<file path="config.mk">
export PLATFORM = sky130hd
export DESIGN_NAME = rxdma_engine
export DESIGN_NICKNAME = d
export VERILOG_FILES = /design/src/rtl/rxdma_pkg.sv /design/src/rtl/rxdma_packer.sv /design/src/rtl/rxdma_irq.sv /design/src/rtl/rxdma_engine.sv
export SDC_FILE = /design/constraint.sdc
export NUM_CORES = 1
export LEC_CHECK = 0
export ABC_CLOCK_PERIOD_IN_PS = 8750
export BUFFER_PORTS_ARGS = -buffer_cell sky130_fd_sc_hd__buf_4
export CAP_MARGIN = 5
export CORE_MARGIN = 5
export CORE_UTILIZATION = 55
export DETAILED_ROUTE_END_ITERATION = 10
export HOLD_SLACK_MARGIN = 0.03
export PLACE_DENSITY = 0.8
export SLEW_MARGIN = 20
export SYNTH_ARGS = -nofsm -noshare
export SYNTH_HDL_FRONTEND = slang
export SYNTH_SLANG_ARGS = --single-unit
</file>
<file path="constraint.sdc">
create_clock -name clk -period 8.75 [get_ports clk]
set_clock_uncertainty 0.1 [all_clocks]
set_input_delay 0.4375 -clock clk [delete_from_list [all_inputs] [get_ports clk]]
set_output_delay 0.4375 -clock clk [all_outputs]
set_load 0.01 [all_outputs]
</file>
<file path="src/rtl/rxdma_pkg.sv">
package rxdma_pkg;

  localparam int LANES       = 4;
  localparam int FLAG_EOL    = 0;
  localparam int FLAG_INTR   = 4;
  localparam int FLAG_INEOP  = 11;
  localparam int CTX_DIS     = 15;
  localparam int NIRQ        = 4;

  typedef enum logic [3:0] {
    ST_IDLE, ST_FREQ, ST_FCAP, ST_RUN, ST_WRW,
    ST_WEND, ST_WFLG, ST_CREQ, ST_CCAP, ST_HALT
  } rx_state_e;

  // Flush the packing word after this byte?
  function automatic logic must_flush(input logic [1:0] lane,
                                      input logic full_next,
                                      input logic eop);
    return (lane == 2'd3) || full_next || eop;
  endfunction

  // Flags word as written back on close.
  function automatic logic [31:0] close_flags(input logic [31:0] flags,
                                              input logic eop_close);
    logic [31:0] f;
    f = flags;
    if (eop_close) f[FLAG_INEOP] = 1'b1;
    return f;
  endfunction

  // Raw interrupt bits raised on close.
  function automatic logic [NIRQ-1:0] close_intr(input logic req,
                                                 input logic eop_close);
    logic [NIRQ-1:0] v;
    v = '0;
    if (req) v[1:0] = 2'b11;
    if (eop_close) v[3] = 1'b1;
    return v;
  endfunction

endpackage

</file>
<file path="src/rtl/rxdma_packer.sv">
module rxdma_packer
  import rxdma_pkg::*;
(
  input  logic             clk,
  input  logic             rst_n,
  input  logic             push_i,
  input  logic [1:0]       lane_i,
  input  logic [7:0]       byte_i,
  input  logic             clear_i,
  output logic [31:0]      word_o,
  output logic [LANES-1:0] be_o
);

  logic [31:0]      word_q;
  logic [LANES-1:0] be_q;

  for (genvar l = 0; l < LANES; l++) begin : g_lane
    always_ff @(posedge clk or negedge rst_n) begin
      if (!rst_n) begin
        word_q[l*8 +: 8] <= '0;
        be_q[l]          <= 1'b0;
      end else if (push_i && lane_i == l[1:0]) begin
        word_q[l*8 +: 8] <= byte_i;
        be_q[l]          <= 1'b1;
      end else if (clear_i) begin
        be_q[l]          <= 1'b0;
      end
    end
  end

  assign word_o = word_q;
  assign be_o   = be_q;

endmodule

</file>
<file path="src/rtl/rxdma_irq.sv">
module rxdma_irq
  import rxdma_pkg::*;
(
  input  logic            clk,
  input  logic            rst_n,
  input  logic [NIRQ-1:0] set_i,
  input  logic [NIRQ-1:0] ack_i,
  input  logic [NIRQ-1:0] mask_i,
  output logic [NIRQ-1:0] raw_o,
  output logic            irq_o
);

  logic [NIRQ-1:0] raw_q, raw_d, mask_q;
  logic            irq_q;

  assign raw_d = (raw_q & ~ack_i) | set_i;

  always_ff @(posedge clk or negedge rst_n) begin
    if (!rst_n) begin
      raw_q  <= '0;
      mask_q <= '0;
      irq_q  <= 1'b0;
    end else begin
      raw_q  <= raw_d;
      mask_q <= mask_i;
      if (raw_d != raw_q || mask_i != mask_q)
        irq_q <= |(raw_d & mask_i);
    end
  end

  assign raw_o = raw_q;
  assign irq_o = irq_q;

  // an acknowledged bit that is not set again is gone next cycle.
  assert_ack_clears_R7: assert property (@(posedge clk) disable iff (!rst_n)
    (ack_i[0] && !set_i[0]) |=> !raw_q[0]);

endmodule

</file>
<file path="src/rtl/rxdma_engine.sv">
module rxdma_engine
  import rxdma_pkg::*;
#(
  parameter int AW = 16
) (
  input  logic            clk,
  input  logic            rst_n,
  input  logic            start_i,
  input  logic [AW-1:0]   desc_ptr_i,
  input  logic [AW-1:0]   ctx_ptr_i,
  input  logic            s_valid_i,
  input  logic [7:0]      s_data_i,
  input  logic            s_eop_i,
  output logic            s_ready_o,
  output logic            mem_en_o,
  output logic            mem_we_o,
  output logic [AW-1:0]   mem_addr_o,
  output logic [31:0]     mem_wdata_o,
  output logic [3:0]      mem_be_o,
  input  logic [31:0]     mem_rdata_i,
  input  logic [3:0]      intr_mask_i,
  input  logic [3:0]      intr_ack_i,
  output logic [3:0]      raw_intr_o,
  output logic            irq_o,
  output logic            eol_o,
  output logic [AW-1:0]   saved_buf_o
);

  localparam logic [AW-1:0] OFF_FLAGS = AW'(8);
  localparam logic [AW-1:0] OFF_END   = AW'(12);
  localparam logic [AW-1:0] OFF_CTXW  = AW'(4);

  rx_state_e       st_q;
  logic [1:0]      idx_q;
  logic [AW-1:0]   desc_q, ctx_q, next_q, ptr_q, base_q, end_q, waddr_q;
  logic [31:0]     flags_q;
  logic            eop_seen_q, eol_q;

  logic            accept, flush, full_next;
  logic [31:0]     pk_word;
  logic [3:0]      pk_be;
  logic [NIRQ-1:0] set_v;

  assign s_ready_o = (st_q == ST_RUN) && (ptr_q != end_q);
  assign accept    = s_valid_i && s_ready_o;
  assign full_next = (ptr_q + AW'(1)) == end_q;
  assign flush     = accept && must_flush(ptr_q[1:0], full_next, s_eop_i);
  assign set_v     = (st_q == ST_WFLG) ? close_intr(flags_q[FLAG_INTR], eop_seen_q) : '0;

  rxdma_packer u_packer (
    .clk     (clk),
    .rst_n   (rst_n),
    .push_i  (accept),
    .lane_i  (ptr_q[1:0]),
    .byte_i  (s_data_i),
    .clear_i (st_q == ST_WRW),
    .word_o  (pk_word),
    .be_o    (pk_be)
  );

  rxdma_irq u_irq (
    .clk    (clk),
    .rst_n  (rst_n),
    .set_i  (set_v),
    .ack_i  (intr_ack_i),
    .mask_i (intr_mask_i),
    .raw_o  (raw_intr_o),
    .irq_o  (irq_o)
  );

  always_ff @(posedge clk or negedge rst_n) begin
    if (!rst_n) begin
      st_q       <= ST_IDLE;
      idx_q      <= '0;
      desc_q     <= '0;
      ctx_q      <= '0;
      next_q     <= '0;
      ptr_q      <= '0;
      base_q     <= '0;
      end_q      <= '0;
      waddr_q    <= '0;
      flags_q    <= '0;
      eop_seen_q <= 1'b0;
      eol_q      <= 1'b0;
    end else begin
      unique case (st_q)
        ST_IDLE, ST_HALT: if (start_i) begin
          desc_q <= desc_ptr_i;
          ctx_q  <= ctx_ptr_i;
          idx_q  <= '0;
          eol_q  <= 1'b0;
          st_q   <= ST_FREQ;
        end
        ST_FREQ: st_q <= ST_FCAP;
        ST_FCAP: begin
          idx_q <= idx_q + 2'd1;
          st_q  <= ST_FREQ;
          case (idx_q)
            2'd0: next_q <= mem_rdata_i[AW-1:0];
            2'd1: begin
              ptr_q  <= mem_rdata_i[AW-1:0];
              base_q <= mem_rdata_i[AW-1:0];
            end
            2'd2: flags_q <= mem_rdata_i;
            default: begin
              end_q      <= mem_rdata_i[AW-1:0];
              eop_seen_q <= 1'b0;
              st_q       <= ST_RUN;
            end
          endcase
        end
        ST_RUN: begin
          if (ptr_q == end_q) begin
            st_q <= ST_WEND;
          end else if (accept) begin
            ptr_q   <= ptr_q + AW'(1);
            waddr_q <= {ptr_q[AW-1:2], 2'b00};
            if (s_eop_i) eop_seen_q <= 1'b1;
            if (flush) st_q <= ST_WRW;
          end
        end
        ST_WRW:  st_q <= (ptr_q == end_q || eop_seen_q) ? ST_WEND : ST_RUN;
        ST_WEND: st_q <= ST_WFLG;
        ST_WFLG: begin
          if (flags_q[FLAG_EOL]) begin
            st_q <= ST_CREQ;
          end else begin
            desc_q <= next_q;
            idx_q  <= '0;
            st_q   <= ST_FREQ;
          end
        end
        ST_CREQ: st_q <= ST_CCAP;
        ST_CCAP: begin
          eol_q <= 1'b1;
          st_q  <= ST_HALT;
        end
        default: st_q <= ST_IDLE;
      endcase
    end
  end

  always_comb begin
    mem_en_o    = 1'b0;
    mem_we_o    = 1'b0;
    mem_addr_o  = '0;
    mem_wdata_o = '0;
    mem_be_o    = '0;
    unique case (st_q)
      ST_FREQ: begin
        mem_en_o   = 1'b1;
        mem_addr_o = desc_q + AW'({idx_q, 2'b00});
      end
      ST_WRW: begin
        mem_en_o    = 1'b1;
        mem_we_o    = 1'b1;
        mem_addr_o  = waddr_q;
        mem_wdata_o = pk_word;
        mem_be_o    = pk_be;
      end
      ST_WEND: begin
        mem_en_o    = 1'b1;
        mem_we_o    = 1'b1;
        mem_addr_o  = desc_q + OFF_END;
        mem_wdata_o = 32'(ptr_q);
        mem_be_o    = 4'hF;
      end
      ST_WFLG: begin
        mem_en_o    = 1'b1;
        mem_we_o    = 1'b1;
        mem_addr_o  = desc_q + OFF_FLAGS;
        mem_wdata_o = close_flags(flags_q, eop_seen_q);
        mem_be_o    = 4'hF;
      end
      ST_CREQ: begin
        mem_en_o   = 1'b1;
        mem_addr_o = ctx_q + OFF_CTXW;
      end
      ST_CCAP: begin
        mem_en_o    = 1'b1;
        mem_we_o    = 1'b1;
        mem_addr_o  = ctx_q + OFF_CTXW;
        mem_wdata_o = mem_rdata_i | (32'd1 << CTX_DIS);
        mem_be_o    = 4'hF;
      end
      default: ;
    endcase
  end

  assign eol_o       = eol_q;
  assign saved_buf_o = ptr_q;

  assert_no_ready_at_eol_R8: assert property (@(posedge clk) disable iff (!rst_n)
    eol_o |-> !s_ready_o);

  assert_ptr_step_R10: assert property (@(posedge clk) disable iff (!rst_n)
    (s_valid_i && s_ready_o) |=> (ptr_q == $past(ptr_q) + AW'(1)));

  assert_ptr_bound_R3: assert property (@(posedge clk) disable iff (!rst_n)
    (st_q == ST_RUN) |-> ((ptr_q - base_q) <= (end_q - base_q)));

  assert_data_be_R2: assert property (@(posedge clk) disable iff (!rst_n)
    (st_q == ST_WRW) |-> (mem_we_o && mem_be_o != 4'h0));

  assert_ctx_before_stop_R8: assert property (@(posedge clk) disable iff (!rst_n)
    $rose(eol_o) |-> $past(mem_we_o && mem_wdata_o[CTX_DIS]));

endmodule

</file>
==> flow_metrics.env <==
export IMPL_final_worst_slack_ps=4010
export IMPL_timing_reg2reg_worst_path_depth=6
export IMPL_io_pins=162
export IMPL_finalSetupTns_ps=0
export IMPL_full_die_area_mm2=0.0206
export IMPL_initial_core_util_pct=56.3
export IMPL_grt_usage_pct=28.1
export IMPL_cts_num_sinks=179
export IMPL_maxSlewViolCount=0
export IMPL_clock_fmax_mhz=211
export IMPL_global_route_overflow_total=0
export IMPL_status="complete, but fails checks"
export IMPL_standby_leakage_power_nw=5.40
export IMPL_yosysWarnings=0
export IMPL_cts_hold_buffers_added=0
export IMPL_num_antenna_cells=0
export IMPL_cts_setup_buffers=0
export IMPL_clock_latency_ps=430
export IMPL_cts_repair_resized=0
export IMPL_htree_num_levels=4
export IMPL_crit_top_cell="sky130_fd_sc_hd__or2_2"
export IMPL_critical_path_start_end_classification="flop to output port"
export IMPL_area_growth_pct=19.3
export IMPL_post_synthesis_sequential_area_ratio_pct=45.7
export IMPL_crit_path_start_kind="flop"
export IMPL_postSynthAreaPerCell_um2=10.2
export IMPL_routed_wl_um=28500
export IMPL_asyncSetResetFlopFracSynth_pct=100
export IMPL_drt_iter0_markers=744
export IMPL_remaining_antenna_violation_count_after_routing=0
export IMPL_final_nets=1183
export IMPL_failed_checks="hold timing"
export IMPL_tritoncts="yes"
export IMPL_endpoint_kind="output port"
export IMPL_met1_length_um=11500
export IMPL_fin_crit_sh_pct=54.1
export IMPL_max_clock_path_buffers=2
export IMPL_grt_pass1_wl_um=44500
export IMPL_numPortBuffers=161
export IMPL_route_detailed_drc=0
export IMPL_syn_area_mm2=0.00981
export IMPL_drt_pre_antenna_iters=9
export IMPL_detail_route_wl_per_cell_um=21.6
export IMPL_final_common_cell="sky130_fd_sc_hd__dfrtp_1"
export IMPL_route_top_layer_used="met4"
export IMPL_number_of_antenna_violations_at_the_first_check_in_global_routing=0
export IMPL_most_common_layout_cells="sky130_fd_sc_hd__dfrtp_1, sky130_fd_sc_hd__buf_4, sky130_fd_sc_hd__nand2_1"
export IMPL_synth_edff_count=0
export IMPL_worst_case_hold_slack_ps=-4.40
export IMPL_yosys_register_bits=179
export IMPL_die_w_um=144
export IMPL_routabilityCongestion=0.967
export IMPL_netlist_instances=958
export IMPL_num_rows=48
export IMPL_worst_ep_required_time_ps=8210
export IMPL_cts_clk_slew_worst_paths_ps=70
export IMPL_fp_coreArea_mm2=0.0174
export IMPL_postSynth_topFlopCell="sky130_fd_sc_hd__dfrtp_1"
export IMPL_worst_ep_arrival_time_ps=4200
export IMPL_critical_path_max_stage_delay_ps=930
export IMPL_hold_path_class="input pin to asynchronous set/reset pin"
export IMPL_timing_final_hold_violations=5
export IMPL_max_cap_violations=0
export IMPL_met2RoutedLength_um=13400
export IMPL_layout_drive_gt1_share_pct=30.2
export IMPL_p_per_area_mw_per_mm2=366
export IMPL_critical_path_peak_fanout=31
export IMPL_synth_net_count=1056
export IMPL_cts_root_buffer_cell="sky130_fd_sc_hd__clkbuf_16"
export IMPL_synth_cell_type_count=59
export IMPL_slew_limit_headroom_pct=34.8
export IMPL_grt_pass1_vias=8022
export IMPL_met3RoutedLength_um=2200
export IMPL_time_the_final_worst_path_needs_with_i_o_delays_and_setup_ps=4740
export IMPL_vdd_ir_drop_max_v=0.000206
export IMPL_grt_start_max_net_pins=99
export IMPL_timing_critical_path_slowest_stage_cell="sky130_fd_sc_hd__dfrtp_1"
export IMPL_viasPerCell=6.16
export IMPL_route_vias_total=8149
export IMPL_place_worst_setup_slack_ps=4610
export IMPL_max_slew_worst_pin_slew_ps=978
export IMPL_die_height_um=144
export IMPL_path_cells="and3_1 -> or2_2 -> ha_1 -> fa_1 -> nand3_1 -> or2_2 -> nor2_1 -> xnor2_1 -> o22ai_1 -> a21oi_1 -> o21ai_0 -> buf_4"
export IMPL_finalSetupViolCount=0
export IMPL_tritoncts_num_buffers=17
export IMPL_post_dp_hpwl_um=19800
export IMPL_setup_repair_after_global_routing_missed_its_margin="no"
==> kinds of logic (layout without fill, tap and decap cells) <==
| family | count (synthesis) | in the layout | share of synthesized area [%] |
|---|---|---|---|
| compound gates | 189 | 189 | 13.1 |
| xor+xnor | 55 | 55 | 4.99 |
| fa+ha+maj | 13 | 13 | 1.73 |
| buf+inv | 90 | 229 | 3.76 |
| flops | 179 | 179 | 45.7 |
| mux | 130 | 130 | 15.9 |
| simple gates | 302 | 302 | 14.8 |
==> cell type report <==
cell class	count	area (µm²)
Clock buffer	19	443
Multi-Input combinational cell	689	4980
Sequential cell	179	4480
Clock inverter	12	120
Fill cell	1380	5720
Inverter	28	105
Timing Repair Buffer	170	1290
Tap cell	225	282
==> cell usage after synthesis (9+ instances only) <==
| master | count | area share (%) |
|---|---|---|
| sky130_fd_sc_hd__a21oi_1 | 37 | 1.9 |
| sky130_fd_sc_hd__a222oi_1 | 38 | 3.9 |
| sky130_fd_sc_hd__and3_1 | 12 | 0.77 |
| sky130_fd_sc_hd__clkbuf_1 | 47 | 1.8 |
| sky130_fd_sc_hd__dfrtp_1 | 179 | 46 |
| sky130_fd_sc_hd__ha_1 | 12 | 1.5 |
| sky130_fd_sc_hd__inv_1 | 28 | 1.1 |
| sky130_fd_sc_hd__mux2_2 | 82 | 9.4 |
| sky130_fd_sc_hd__mux2_4 | 32 | 4.9 |
| sky130_fd_sc_hd__mux2i_1 | 16 | 1.6 |
| sky130_fd_sc_hd__nand2_1 | 155 | 5.9 |
| sky130_fd_sc_hd__nand2b_1 | 9 | 0.57 |
| sky130_fd_sc_hd__nand3_1 | 36 | 1.8 |
| sky130_fd_sc_hd__nand4_1 | 14 | 0.89 |
| sky130_fd_sc_hd__nor2_1 | 33 | 1.3 |
| sky130_fd_sc_hd__o21ai_0 | 59 | 3.0 |
| sky130_fd_sc_hd__o22ai_1 | 9 | 0.57 |
| sky130_fd_sc_hd__xnor2_1 | 34 | 3.0 |
| sky130_fd_sc_hd__xor2_1 | 20 | 1.8 |
==> path summary, 6_finish.rpt <==
path / from / to / slack (ps)
worst max-delay path: st_q[0] / mem_addr_o[12] / 4010
worst min-delay path: rst_n / ctx_q[6] / -4
worst max register to register: st_q[0] / desc_q[0] / 5360
worst min register to register: waddr_q[2] / waddr_q[2] / 390
max in group asynchronous: rst_n / saved_buf_o[9] / 7300
min in group clk: intr_mask_i[1] / u_irq.mask_q[1] / 50
==> power breakdown <==
part	total, mW	internal [mW]	switching, mW	leakage [nW]
combinational	1.83	0.918	0.911	2.97
sequential	1.70	1.22	0.484	2.15
clock	0.746	0.405	0.341	0.277
==> sequential cells by signal (all words and copies together) (netlist names), 14 cells and up <==
| register | count |
|---|---|
| waddr_q | 14 |
| flags_q | 32 |
| u_packer.word_o | 32 |
| end_q | 16 |
| ctx_q | 16 |
| next_q | 16 |
| desc_q | 16 |
| saved_buf_o | 16 |
==> critical path: cells and delay by family (launching register included) <==
kind	cells	cell delay, ps
xor gates and xnor gates	1	130
buffers and inverters	1	180
DFF	1	930
adders and majority gates	2	450
and+or+nand+nor	5	1730
AOI/OAI and AO/OA	3	350
==> per-layer routing <==
layer	track usage, %	vias up
met2	45.2	409
li1	-	3717
met5	0	-
met4	13.4	0
met1	36.6	3937
met3	5.62	86
==> stage by stage <==
| step | power, mW | area [µm²] | util [%] | cells | hold WS (ps) |
|---|---|---|---|---|---|
| after floorplan | 2.83 | 9810 | - | 958 | 41.9 |
| after CTS | 4.27 | 11700 | 67.1 | 1321 | 31.6 |
| after global placement | 3.45 | 11100 | 63.9 | 1290 | 360 |
| after detailed placement | 3.51 | 11100 | 63.9 | 1290 | 365 |
| final | 4.28 | 11700 | 67.2 | 1322 | -4.40 |
| after global routing | 4.55 | 11700 | 67.2 | 1322 | 32.0 |
Note: power is estimated with default switching activity, not from simulation.
